`src/rtl/alu4_pkg.sv`:
```
`timescale 1ns/1ps
package alu4_pkg;
  typedef enum logic [2:0] {
    OP_ADD    = 3'd0,
    OP_SUB_XY = 3'd1,
    OP_SUB_YX = 3'd2,
    OP_INC    = 3'd3,
    OP_DEC    = 3'd4,
    OP_AND    = 3'd5,
    OP_OR     = 3'd6,
    OP_XOR    = 3'd7
  } alu_op_e;

  typedef enum logic [1:0] {
    BSEL_Y    = 2'd0,
    BSEL_X    = 2'd1,
    BSEL_ZERO = 2'd2,
    BSEL_ONES = 2'd3
  } bsel_e;

  typedef enum logic [1:0] {
    LSEL_AND = 2'd0,
    LSEL_OR  = 2'd1,
    LSEL_XOR = 2'd2
  } lsel_e;

  typedef struct packed {
    logic  a_is_y;
    bsel_e b_sel;
    logic  inv;
    logic  cin;
    logic  is_logic;
    lsel_e l_sel;
  } alu_ctrl_t;
endpackage

```
`src/rtl/alu4_ctrl.sv`:
```
`timescale 1ns/1ps
module alu4_ctrl
  import alu4_pkg::*;
(
  input  logic [2:0] op_i,
  output alu_ctrl_t  ctrl_o
);
  localparam int NDEC = 8;
  logic [NDEC-1:0] dec;

  assign dec = NDEC'(1) << op_i;

  always_comb begin
    ctrl_o.a_is_y   = dec[OP_SUB_YX];
    ctrl_o.inv      = dec[OP_SUB_XY] | dec[OP_SUB_YX];
    ctrl_o.cin      = dec[OP_SUB_XY] | dec[OP_SUB_YX] | dec[OP_INC];
    ctrl_o.is_logic = dec[OP_AND] | dec[OP_OR] | dec[OP_XOR];
    if (dec[OP_SUB_YX])   ctrl_o.b_sel = BSEL_X;
    else if (dec[OP_INC]) ctrl_o.b_sel = BSEL_ZERO;
    else if (dec[OP_DEC]) ctrl_o.b_sel = BSEL_ONES;
    else                  ctrl_o.b_sel = BSEL_Y;
    if (dec[OP_AND])      ctrl_o.l_sel = LSEL_AND;
    else if (dec[OP_OR])  ctrl_o.l_sel = LSEL_OR;
    else                  ctrl_o.l_sel = LSEL_XOR;
  end

  always_comb begin

    if (ctrl_o.inv) inv_needs_cin_chk: assert (ctrl_o.cin);

    if (ctrl_o.b_sel == BSEL_ONES) dec_no_cin_chk: assert (!ctrl_o.cin && !ctrl_o.inv);
  end
endmodule

```
`src/rtl/alu4_arith.sv`:
```
`timescale 1ns/1ps
module alu4_arith
  import alu4_pkg::*;
#(
  parameter int W = 4
) (
  input  logic [W-1:0] x_i,
  input  logic [W-1:0] y_i,
  input  alu_ctrl_t    ctrl_i,
  output logic [W-1:0] sum_o,
  output logic         c_msb_o,
  output logic         c_pre_o
);
  logic [W-1:0] a_op, b_mux, b_op;
  logic [W:0]   c;

  assign a_op = ctrl_i.a_is_y ? y_i : x_i;

  always_comb begin
    unique case (ctrl_i.b_sel)
      BSEL_Y:    b_mux = y_i;
      BSEL_X:    b_mux = x_i;
      BSEL_ZERO: b_mux = '0;
      default:   b_mux = '1;
    endcase
  end

  assign b_op = b_mux ^ {W{ctrl_i.inv}};
  assign c[0] = ctrl_i.cin;

  for (genvar i = 0; i < W; i++) begin : g_fa
    assign sum_o[i] = a_op[i] ^ b_op[i] ^ c[i];
    assign c[i+1]   = (a_op[i] & b_op[i]) | (c[i] & (a_op[i] ^ b_op[i]));
  end

  assign c_msb_o = c[W];
  assign c_pre_o = c[W-1];
endmodule

```
`src/rtl/alu4_logic.sv`:
```
`timescale 1ns/1ps
module alu4_logic
  import alu4_pkg::*;
#(
  parameter int W = 4
) (
  input  logic [W-1:0] x_i,
  input  logic [W-1:0] y_i,
  input  lsel_e        sel_i,
  output logic [W-1:0] res_o
);
  for (genvar i = 0; i < W; i++) begin : g_bit
    always_comb begin
      unique case (sel_i)
        LSEL_AND: res_o[i] = x_i[i] & y_i[i];
        LSEL_OR:  res_o[i] = x_i[i] | y_i[i];
        default:  res_o[i] = x_i[i] ^ y_i[i];
      endcase
    end
  end
endmodule

```
`src/rtl/alu4_top.sv`:
```
`timescale 1ns/1ps
module alu4_top
  import alu4_pkg::*;
#(
  parameter int W = 4
) (
  input  logic [W-1:0] x_i,
  input  logic [W-1:0] y_i,
  input  logic [2:0]   op_i,
  output logic [W-1:0] res_o,
  output logic         ovf_o,
  output logic         carry_o
);
  alu_ctrl_t    ctrl;
  logic [W-1:0] sum, lres;
  logic         c_msb, c_pre;

  alu4_ctrl u_ctrl (
    .op_i   (op_i),
    .ctrl_o (ctrl)
  );

  alu4_arith #(.W(W)) u_arith (
    .x_i     (x_i),
    .y_i     (y_i),
    .ctrl_i  (ctrl),
    .sum_o   (sum),
    .c_msb_o (c_msb),
    .c_pre_o (c_pre)
  );

  alu4_logic #(.W(W)) u_logic (
    .x_i   (x_i),
    .y_i   (y_i),
    .sel_i (ctrl.l_sel),
    .res_o (lres)
  );

  assign res_o   = ctrl.is_logic ? lres : sum;
  assign ovf_o   = ~ctrl.is_logic & (c_msb ^ c_pre);
  assign carry_o = ~ctrl.is_logic & c_msb;

  always_comb begin

    if (op_i >= OP_AND) no_flags_logic_chk: assert (!ovf_o && !carry_o);

    if (op_i == OP_ADD) add_ovf_chk: assert (ovf_o == ((x_i[W-1] == y_i[W-1]) && (res_o[W-1] != x_i[W-1])));

    if (op_i == OP_XOR) xor_bits_chk: assert (res_o == ((x_i | y_i) & ~(x_i & y_i)));

    if (op_i == OP_SUB_YX) sub_yx_chk: assert (W'(res_o + x_i) == y_i);

    if (op_i == OP_DEC) dec_chk: assert (W'(res_o + 1'b1) == x_i);
  end
endmodule

```
`config.mk`:
```
export PLATFORM = sky130hd
export DESIGN_NAME = alu4_top
export DESIGN_NICKNAME = d
export VERILOG_FILES = /design/src/rtl/alu4_pkg.sv /design/src/rtl/alu4_ctrl.sv /design/src/rtl/alu4_arith.sv /design/src/rtl/alu4_logic.sv /design/src/rtl/alu4_top.sv
export SDC_FILE = /design/constraint.sdc
export NUM_CORES = 1
export LEC_CHECK = 0
export BUFFER_PORTS_ARGS = -buffer_cell sky130_fd_sc_hd__buf_2
export CELL_PAD_IN_SITES_DETAIL_PLACEMENT = 1
export CELL_PAD_IN_SITES_GLOBAL_PLACEMENT = 1
export CORE_UTILIZATION = 43
export DETAILED_ROUTE_END_ITERATION = 16
export PLACE_DENSITY_LB_ADDON = 0.1
export SETUP_SLACK_MARGIN = 0.1
export SLEW_MARGIN = 10
export SYNTH_ARGS = -nofsm -noshare
export SYNTH_HDL_FRONTEND = slang
export SYNTH_SLANG_ARGS = --single-unit
```
`constraint.sdc`:
```
create_clock -name vclk -period 6.5
set_input_delay 0.65 -clock vclk [all_inputs]
set_output_delay 0.65 -clock vclk [all_outputs]
set_load 0.01 [all_outputs]
```
Word level (Yosys, flattened, before mapping)
Index checks and enable logic that the tools add are counted.
{ "totals": {"ff_bits": 0, "out_inout_bits": 6, "elab_cells": 59} }
{ "classes": {"n_eq_ne": 3, "shift": 1, "n_mux": 12, "bitwise": 41, "reduce_logical": 2} }
{ "ops": {"columns": ["cell", "n"], "rows": [
  ["AND 1 bit", 14],
  ["XOR 1 bit", 13],
  ["OR 1 bit", 12],
  ["one-hot mux 4 bit (3 select lines)", 1],
  ["2-to-1 mux 2 bit", 5],
  ["2-to-1 mux 4 bit", 2],
  ["one-hot mux 1 bit (2 select lines)", 4],
  ["<< shifter 1 x 3 -> 8 bit, first input constant", 1],
  ["equality test 2 x 1 -> 1 bit, second input constant", 2],
  ["zero test 2 bit", 2],
  ["XOR 4 bit", 1],
  ["equality test 2 bit, second input constant", 1],
  ["inverter 1 bit", 1]
]} }

Logic depth before layout (Yosys ltp)
{ "depth": {"ltp_word": 18, "ltp_mapped": 12, "depth_no_buf": 10} }

Hierarchy
A second synthesis with hierarchy kept.
{ "hier_totals": {"cells_unflattened": 81, "area_unflattened_um2": 619.3} }
{ "by_module_without_submodules": {"columns": ["module", "n_inst", "cells_per_inst", "area_each_um2", "seq_area_each_um2"], "rows": [
  ["alu4_arith", 1, 29, 244.0, 0.0],
  ["alu4_logic", 1, 32, 222.7, 0.0],
  ["alu4_ctrl", 1, 13, 86.3, 0.0],
  ["alu4_top", 1, 7, 66.3, 0.0]
]} }

Worst setup path before layout
Ideal clock, no wire load.
{ "synth_path": {"path_type": "input port to output port", "start": "input port op_i[2]", "end": "output port res_o[3]", "t_arrival_ns": 3.402, "t_required_ns": 5.850, "slack_ns": 2.448, "stages": 11, "path_buffers": 2, "cell_sequence": "buf_6 nor3b_2 buf_4 o21ai_0 fa_1 fa_1 fa_1 fa_1 nor2_1 a31oi_1 o221a_2"} }
{ "synth_via": {"elab_chain_len": 16} }
{ "synth_rtl": {"columns": ["element", "line_no", "source"], "rows": [
  ["from (decl)", "alu4_top.sv:9", "input logic [2:0] op_i,"],
  ["<< shifter 1 x 3 -> 8 bit (*)", "alu4_ctrl.sv:11", "assign dec = NDEC'(1) << op_i;"],
  ["2-to-1 mux 2 bit", "alu4_ctrl.sv:20", "else if (dec[OP_DEC]) ctrl_o.b_sel = BSEL_ONES;"],
  ["2-to-1 mux 2 bit", "alu4_ctrl.sv:19", "else if (dec[OP_INC]) ctrl_o.b_sel = BSEL_ZERO;"],
  ["2-to-1 mux 2 bit", "alu4_ctrl.sv:18", "if (dec[OP_SUB_YX]) ctrl_o.b_sel = BSEL_X;"],
  ["equality test 2 bit, or another cell as far along", "alu4_arith.sv:20", "unique case (ctrl_i.b_sel)"],
  ["one-hot mux 4 bit (3 select lines)", "alu4_arith.sv:20", null],
  ["XOR 4 bit", "alu4_arith.sv:28", "assign b_op = b_mux ^ {W{ctrl_i.inv}};"],
  ["XOR 1 bit", "alu4_arith.sv:33", "assign c[i+1] = (a_op[i] & b_op[i]) | (c[i] & (a_op[i] ^ b_op[i]));"],
  ["AND 1 bit", "alu4_arith.sv:33", null],
  ["OR 1 bit", "alu4_arith.sv:33", null],
  ["AND 1 bit", "alu4_arith.sv:33", null],
  ["OR 1 bit", "alu4_arith.sv:33", null],
  ["AND 1 bit", "alu4_arith.sv:33", null],
  ["OR 1 bit", "alu4_arith.sv:33", null],
  ["XOR 1 bit", "alu4_arith.sv:32", "assign sum_o[i] = a_op[i] ^ b_op[i] ^ c[i];"],
  ["2-to-1 mux 4 bit (*)", "alu4_top.sv:39", "assign res_o = ctrl.is_logic ? lres : sum;"],
  ["to (decl)", "alu4_top.sv:10", "output logic [W-1:0] res_o,"]
]} }
Mark *: on every way between the ends. The rest lies on a longest branch, timed or not.

Final worst setup path
{ "layout_path": {"start": "input port op_i[1]", "end": "output port res_o[3]"} }
The elaborated chain is that of the path after synthesis.

==> impl_metrics.env <==
export IMPL_status="complete, no violations"
export IMPL_start_kind="primary input"
export IMPL_synthMostInstantiatedCell="inv_1"
export IMPL_track_usage_pct=19.71
export IMPL_seq_area_frac_synth_pct=0
export IMPL_setup_viol=0
export IMPL_grt_overflow=0
export IMPL_final_antenna_net_count=0
export IMPL_hold_viol=0
export IMPL_power_density_mw_per_mm2=100.1
export IMPL_netlist_area_um2=596.8
export IMPL_regArea_um2=0
export IMPL_post_dp_hpwl_mm=1.082
export IMPL_antenna_found_initial=0
export IMPL_drtIter0Drc=6
export IMPL_synth_common_cells="inv_1, ha_1, nand2_1"
export IMPL_seq_cells=0
export IMPL_cts_hold_buf=0
export IMPL_die_area_mm2=0.001541
export IMPL_synth_fp_nets=103
export IMPL_nets=116
export IMPL_yosysWarnings=0
export IMPL_firstDrtPassIters=4
export IMPL_cts_resized=0
export IMPL_hold_path_class="in2out"
export IMPL_synth_area_top_cells="ha_1, fa_1, inv_1"
export IMPL_rows=13
export IMPL_layout_worst_path_cycle_share_pct=72.71
export IMPL_grt_pass1_wl_mm=2.201
export IMPL_end_kind="output pin"
export IMPL_syn_area_per_cell_um2=7.460
export IMPL_wl_per_cell_um=12.84
export IMPL_report_final_slew_viol_count=0
export IMPL_place_congestion=0.6907
export IMPL_p_leak_nw=0.3101
export IMPL_vias=595
export IMPL_irDropWorstVdd_uv=44.44
export IMPL_p_total_mw=0.06499
export IMPL_syn2layout_area_growth_pct=8.805
export IMPL_diodes=0
export IMPL_timing_final_ws_setup_ns=1.774
export IMPL_fill_cells=186
export IMPL_start_util_pct=45.87
export IMPL_hold_ws_ns=1.851
export IMPL_post_cts_setup_buffers=0
export IMPL_relSlewSlack_pct=61.84
export IMPL_coreArea_mm2=0.001301
export IMPL_netlist_top_cell_by_area="ha_1"
export IMPL_die_x_um=39.26
export IMPL_worst_path_max_fanout=16
export IMPL_setup_tns_ns=0
export IMPL_crit_arrival_ns=4.08
export IMPL_fmax_mhz=211.6
export IMPL_layout_min_cycle_time_ns=4.726
export IMPL_tightest_slew_ns=0.5699
export IMPL_wl_mm=1.361
export IMPL_rsz0062_at_grt="false"
export IMPL_io_buffers=17
export IMPL_grt_pass1_vias=497
export IMPL_required_ns=5.85
export IMPL_drive_gt1_share_pct=21.98
export IMPL_clock_buffers=0
export IMPL_worst_setup_path_type="in2out"
export IMPL_via_per_inst=5.613
export IMPL_maxCapViolCount=0
export IMPL_grt_max_degree=23
export IMPL_post_place_ws_ns=1.768
export IMPL_yosysTopAreaCellShare_pct=16.77
export IMPL_synth_cell_types=24
export IMPL_drc=0
export IMPL_io_pin_count=17
export IMPL_synthCells=80
export IMPL_die_h_um=39.26
[path summary, 6_finish.rpt]
| path | from | to | slack [ns] | cells past startpoint |
|---|---|---|---|---|
| min | op_i[1] | res_o[1] | 1.85 | 3 |
| max | op_i[1] | res_o[3] | 1.77 | 11 |
[placed cells by master, fill, tap and decap left out]
cell       instances
nand2_1            8
buf_2             17
ha_1               8
nand2b_1           1
o21a_1             5
a31oi_1            4
o21bai_1           1
nor2b_1            1
fa_1               4
o2111ai_1          4
or2b_1             1
nor3b_2            1
a22oi_1            3
xnor2_1            1
o21ai_0            4
o21ai_1            4
a21oi_1            1
o221a_1            2
o221a_2            2
nor2_1             5
nor4b_1            1
inv_1             13
[report_power, final]
part | total (mW) | internal [mW] | leakage (nW) | switching, mW
clock | 0 | 0 | 0 | 0
combinational | 0.0650 | 0.0300 | 0.310 | 0.0350
sequential | 0 | 0 | 0 | 0
[critical path, cell delays in order]
cell and delay [ns]:
buf_2 0.25, nor3b_2 0.55, o21ai_0 0.22, fa_1 0.47
fa_1 0.40, fa_1 0.44, fa_1 0.58, nor2_1 0.05
a31oi_1 0.15, o221a_2 0.19, buf_2 0.12
[stage by stage]
step                instance area (µm²)  util (%)  cells
finish                            649.4     49.90    106
global route                      649.4     49.90    106
CTS                               649.4     49.90    106
detailed placement                649.4     49.90    106
global placement                  649.4     49.90    106
floorplan                         596.8         -     80
[layer usage]
layer	wire length, µm	global-route usage (%)	vias to the layer above
met5	0	0	-
met4	0	0	0
met3	34	0	0
met2	658	38.33	12
met1	668	25.52	277
li1	-	-	306
[logic make-up (layout without fill, tap and decap cells)]
logic type | count (synthesis) | after routing | share of synthesized area [%]
fa+ha+maj | 12 | 12 | 30.19
xor+xnor | 1 | 1 | 1.468
buf+inv | 19 | 30 | 16.77
simple gates | 18 | 18 | 15.10
compound gates | 30 | 30 | 36.48
[final cells by class]
class / count / area (µm²) / area share, %
Timing Repair Buffer: 17 / 85.08 / 13.10
Multi-Input combinational cell: 61 / 496.7 / 76.49
Tap cell: 15 / 18.77 / 2.890
Inverter: 13 / 48.80 / 7.514
Note: power is estimated with default switching activity, not from simulation.
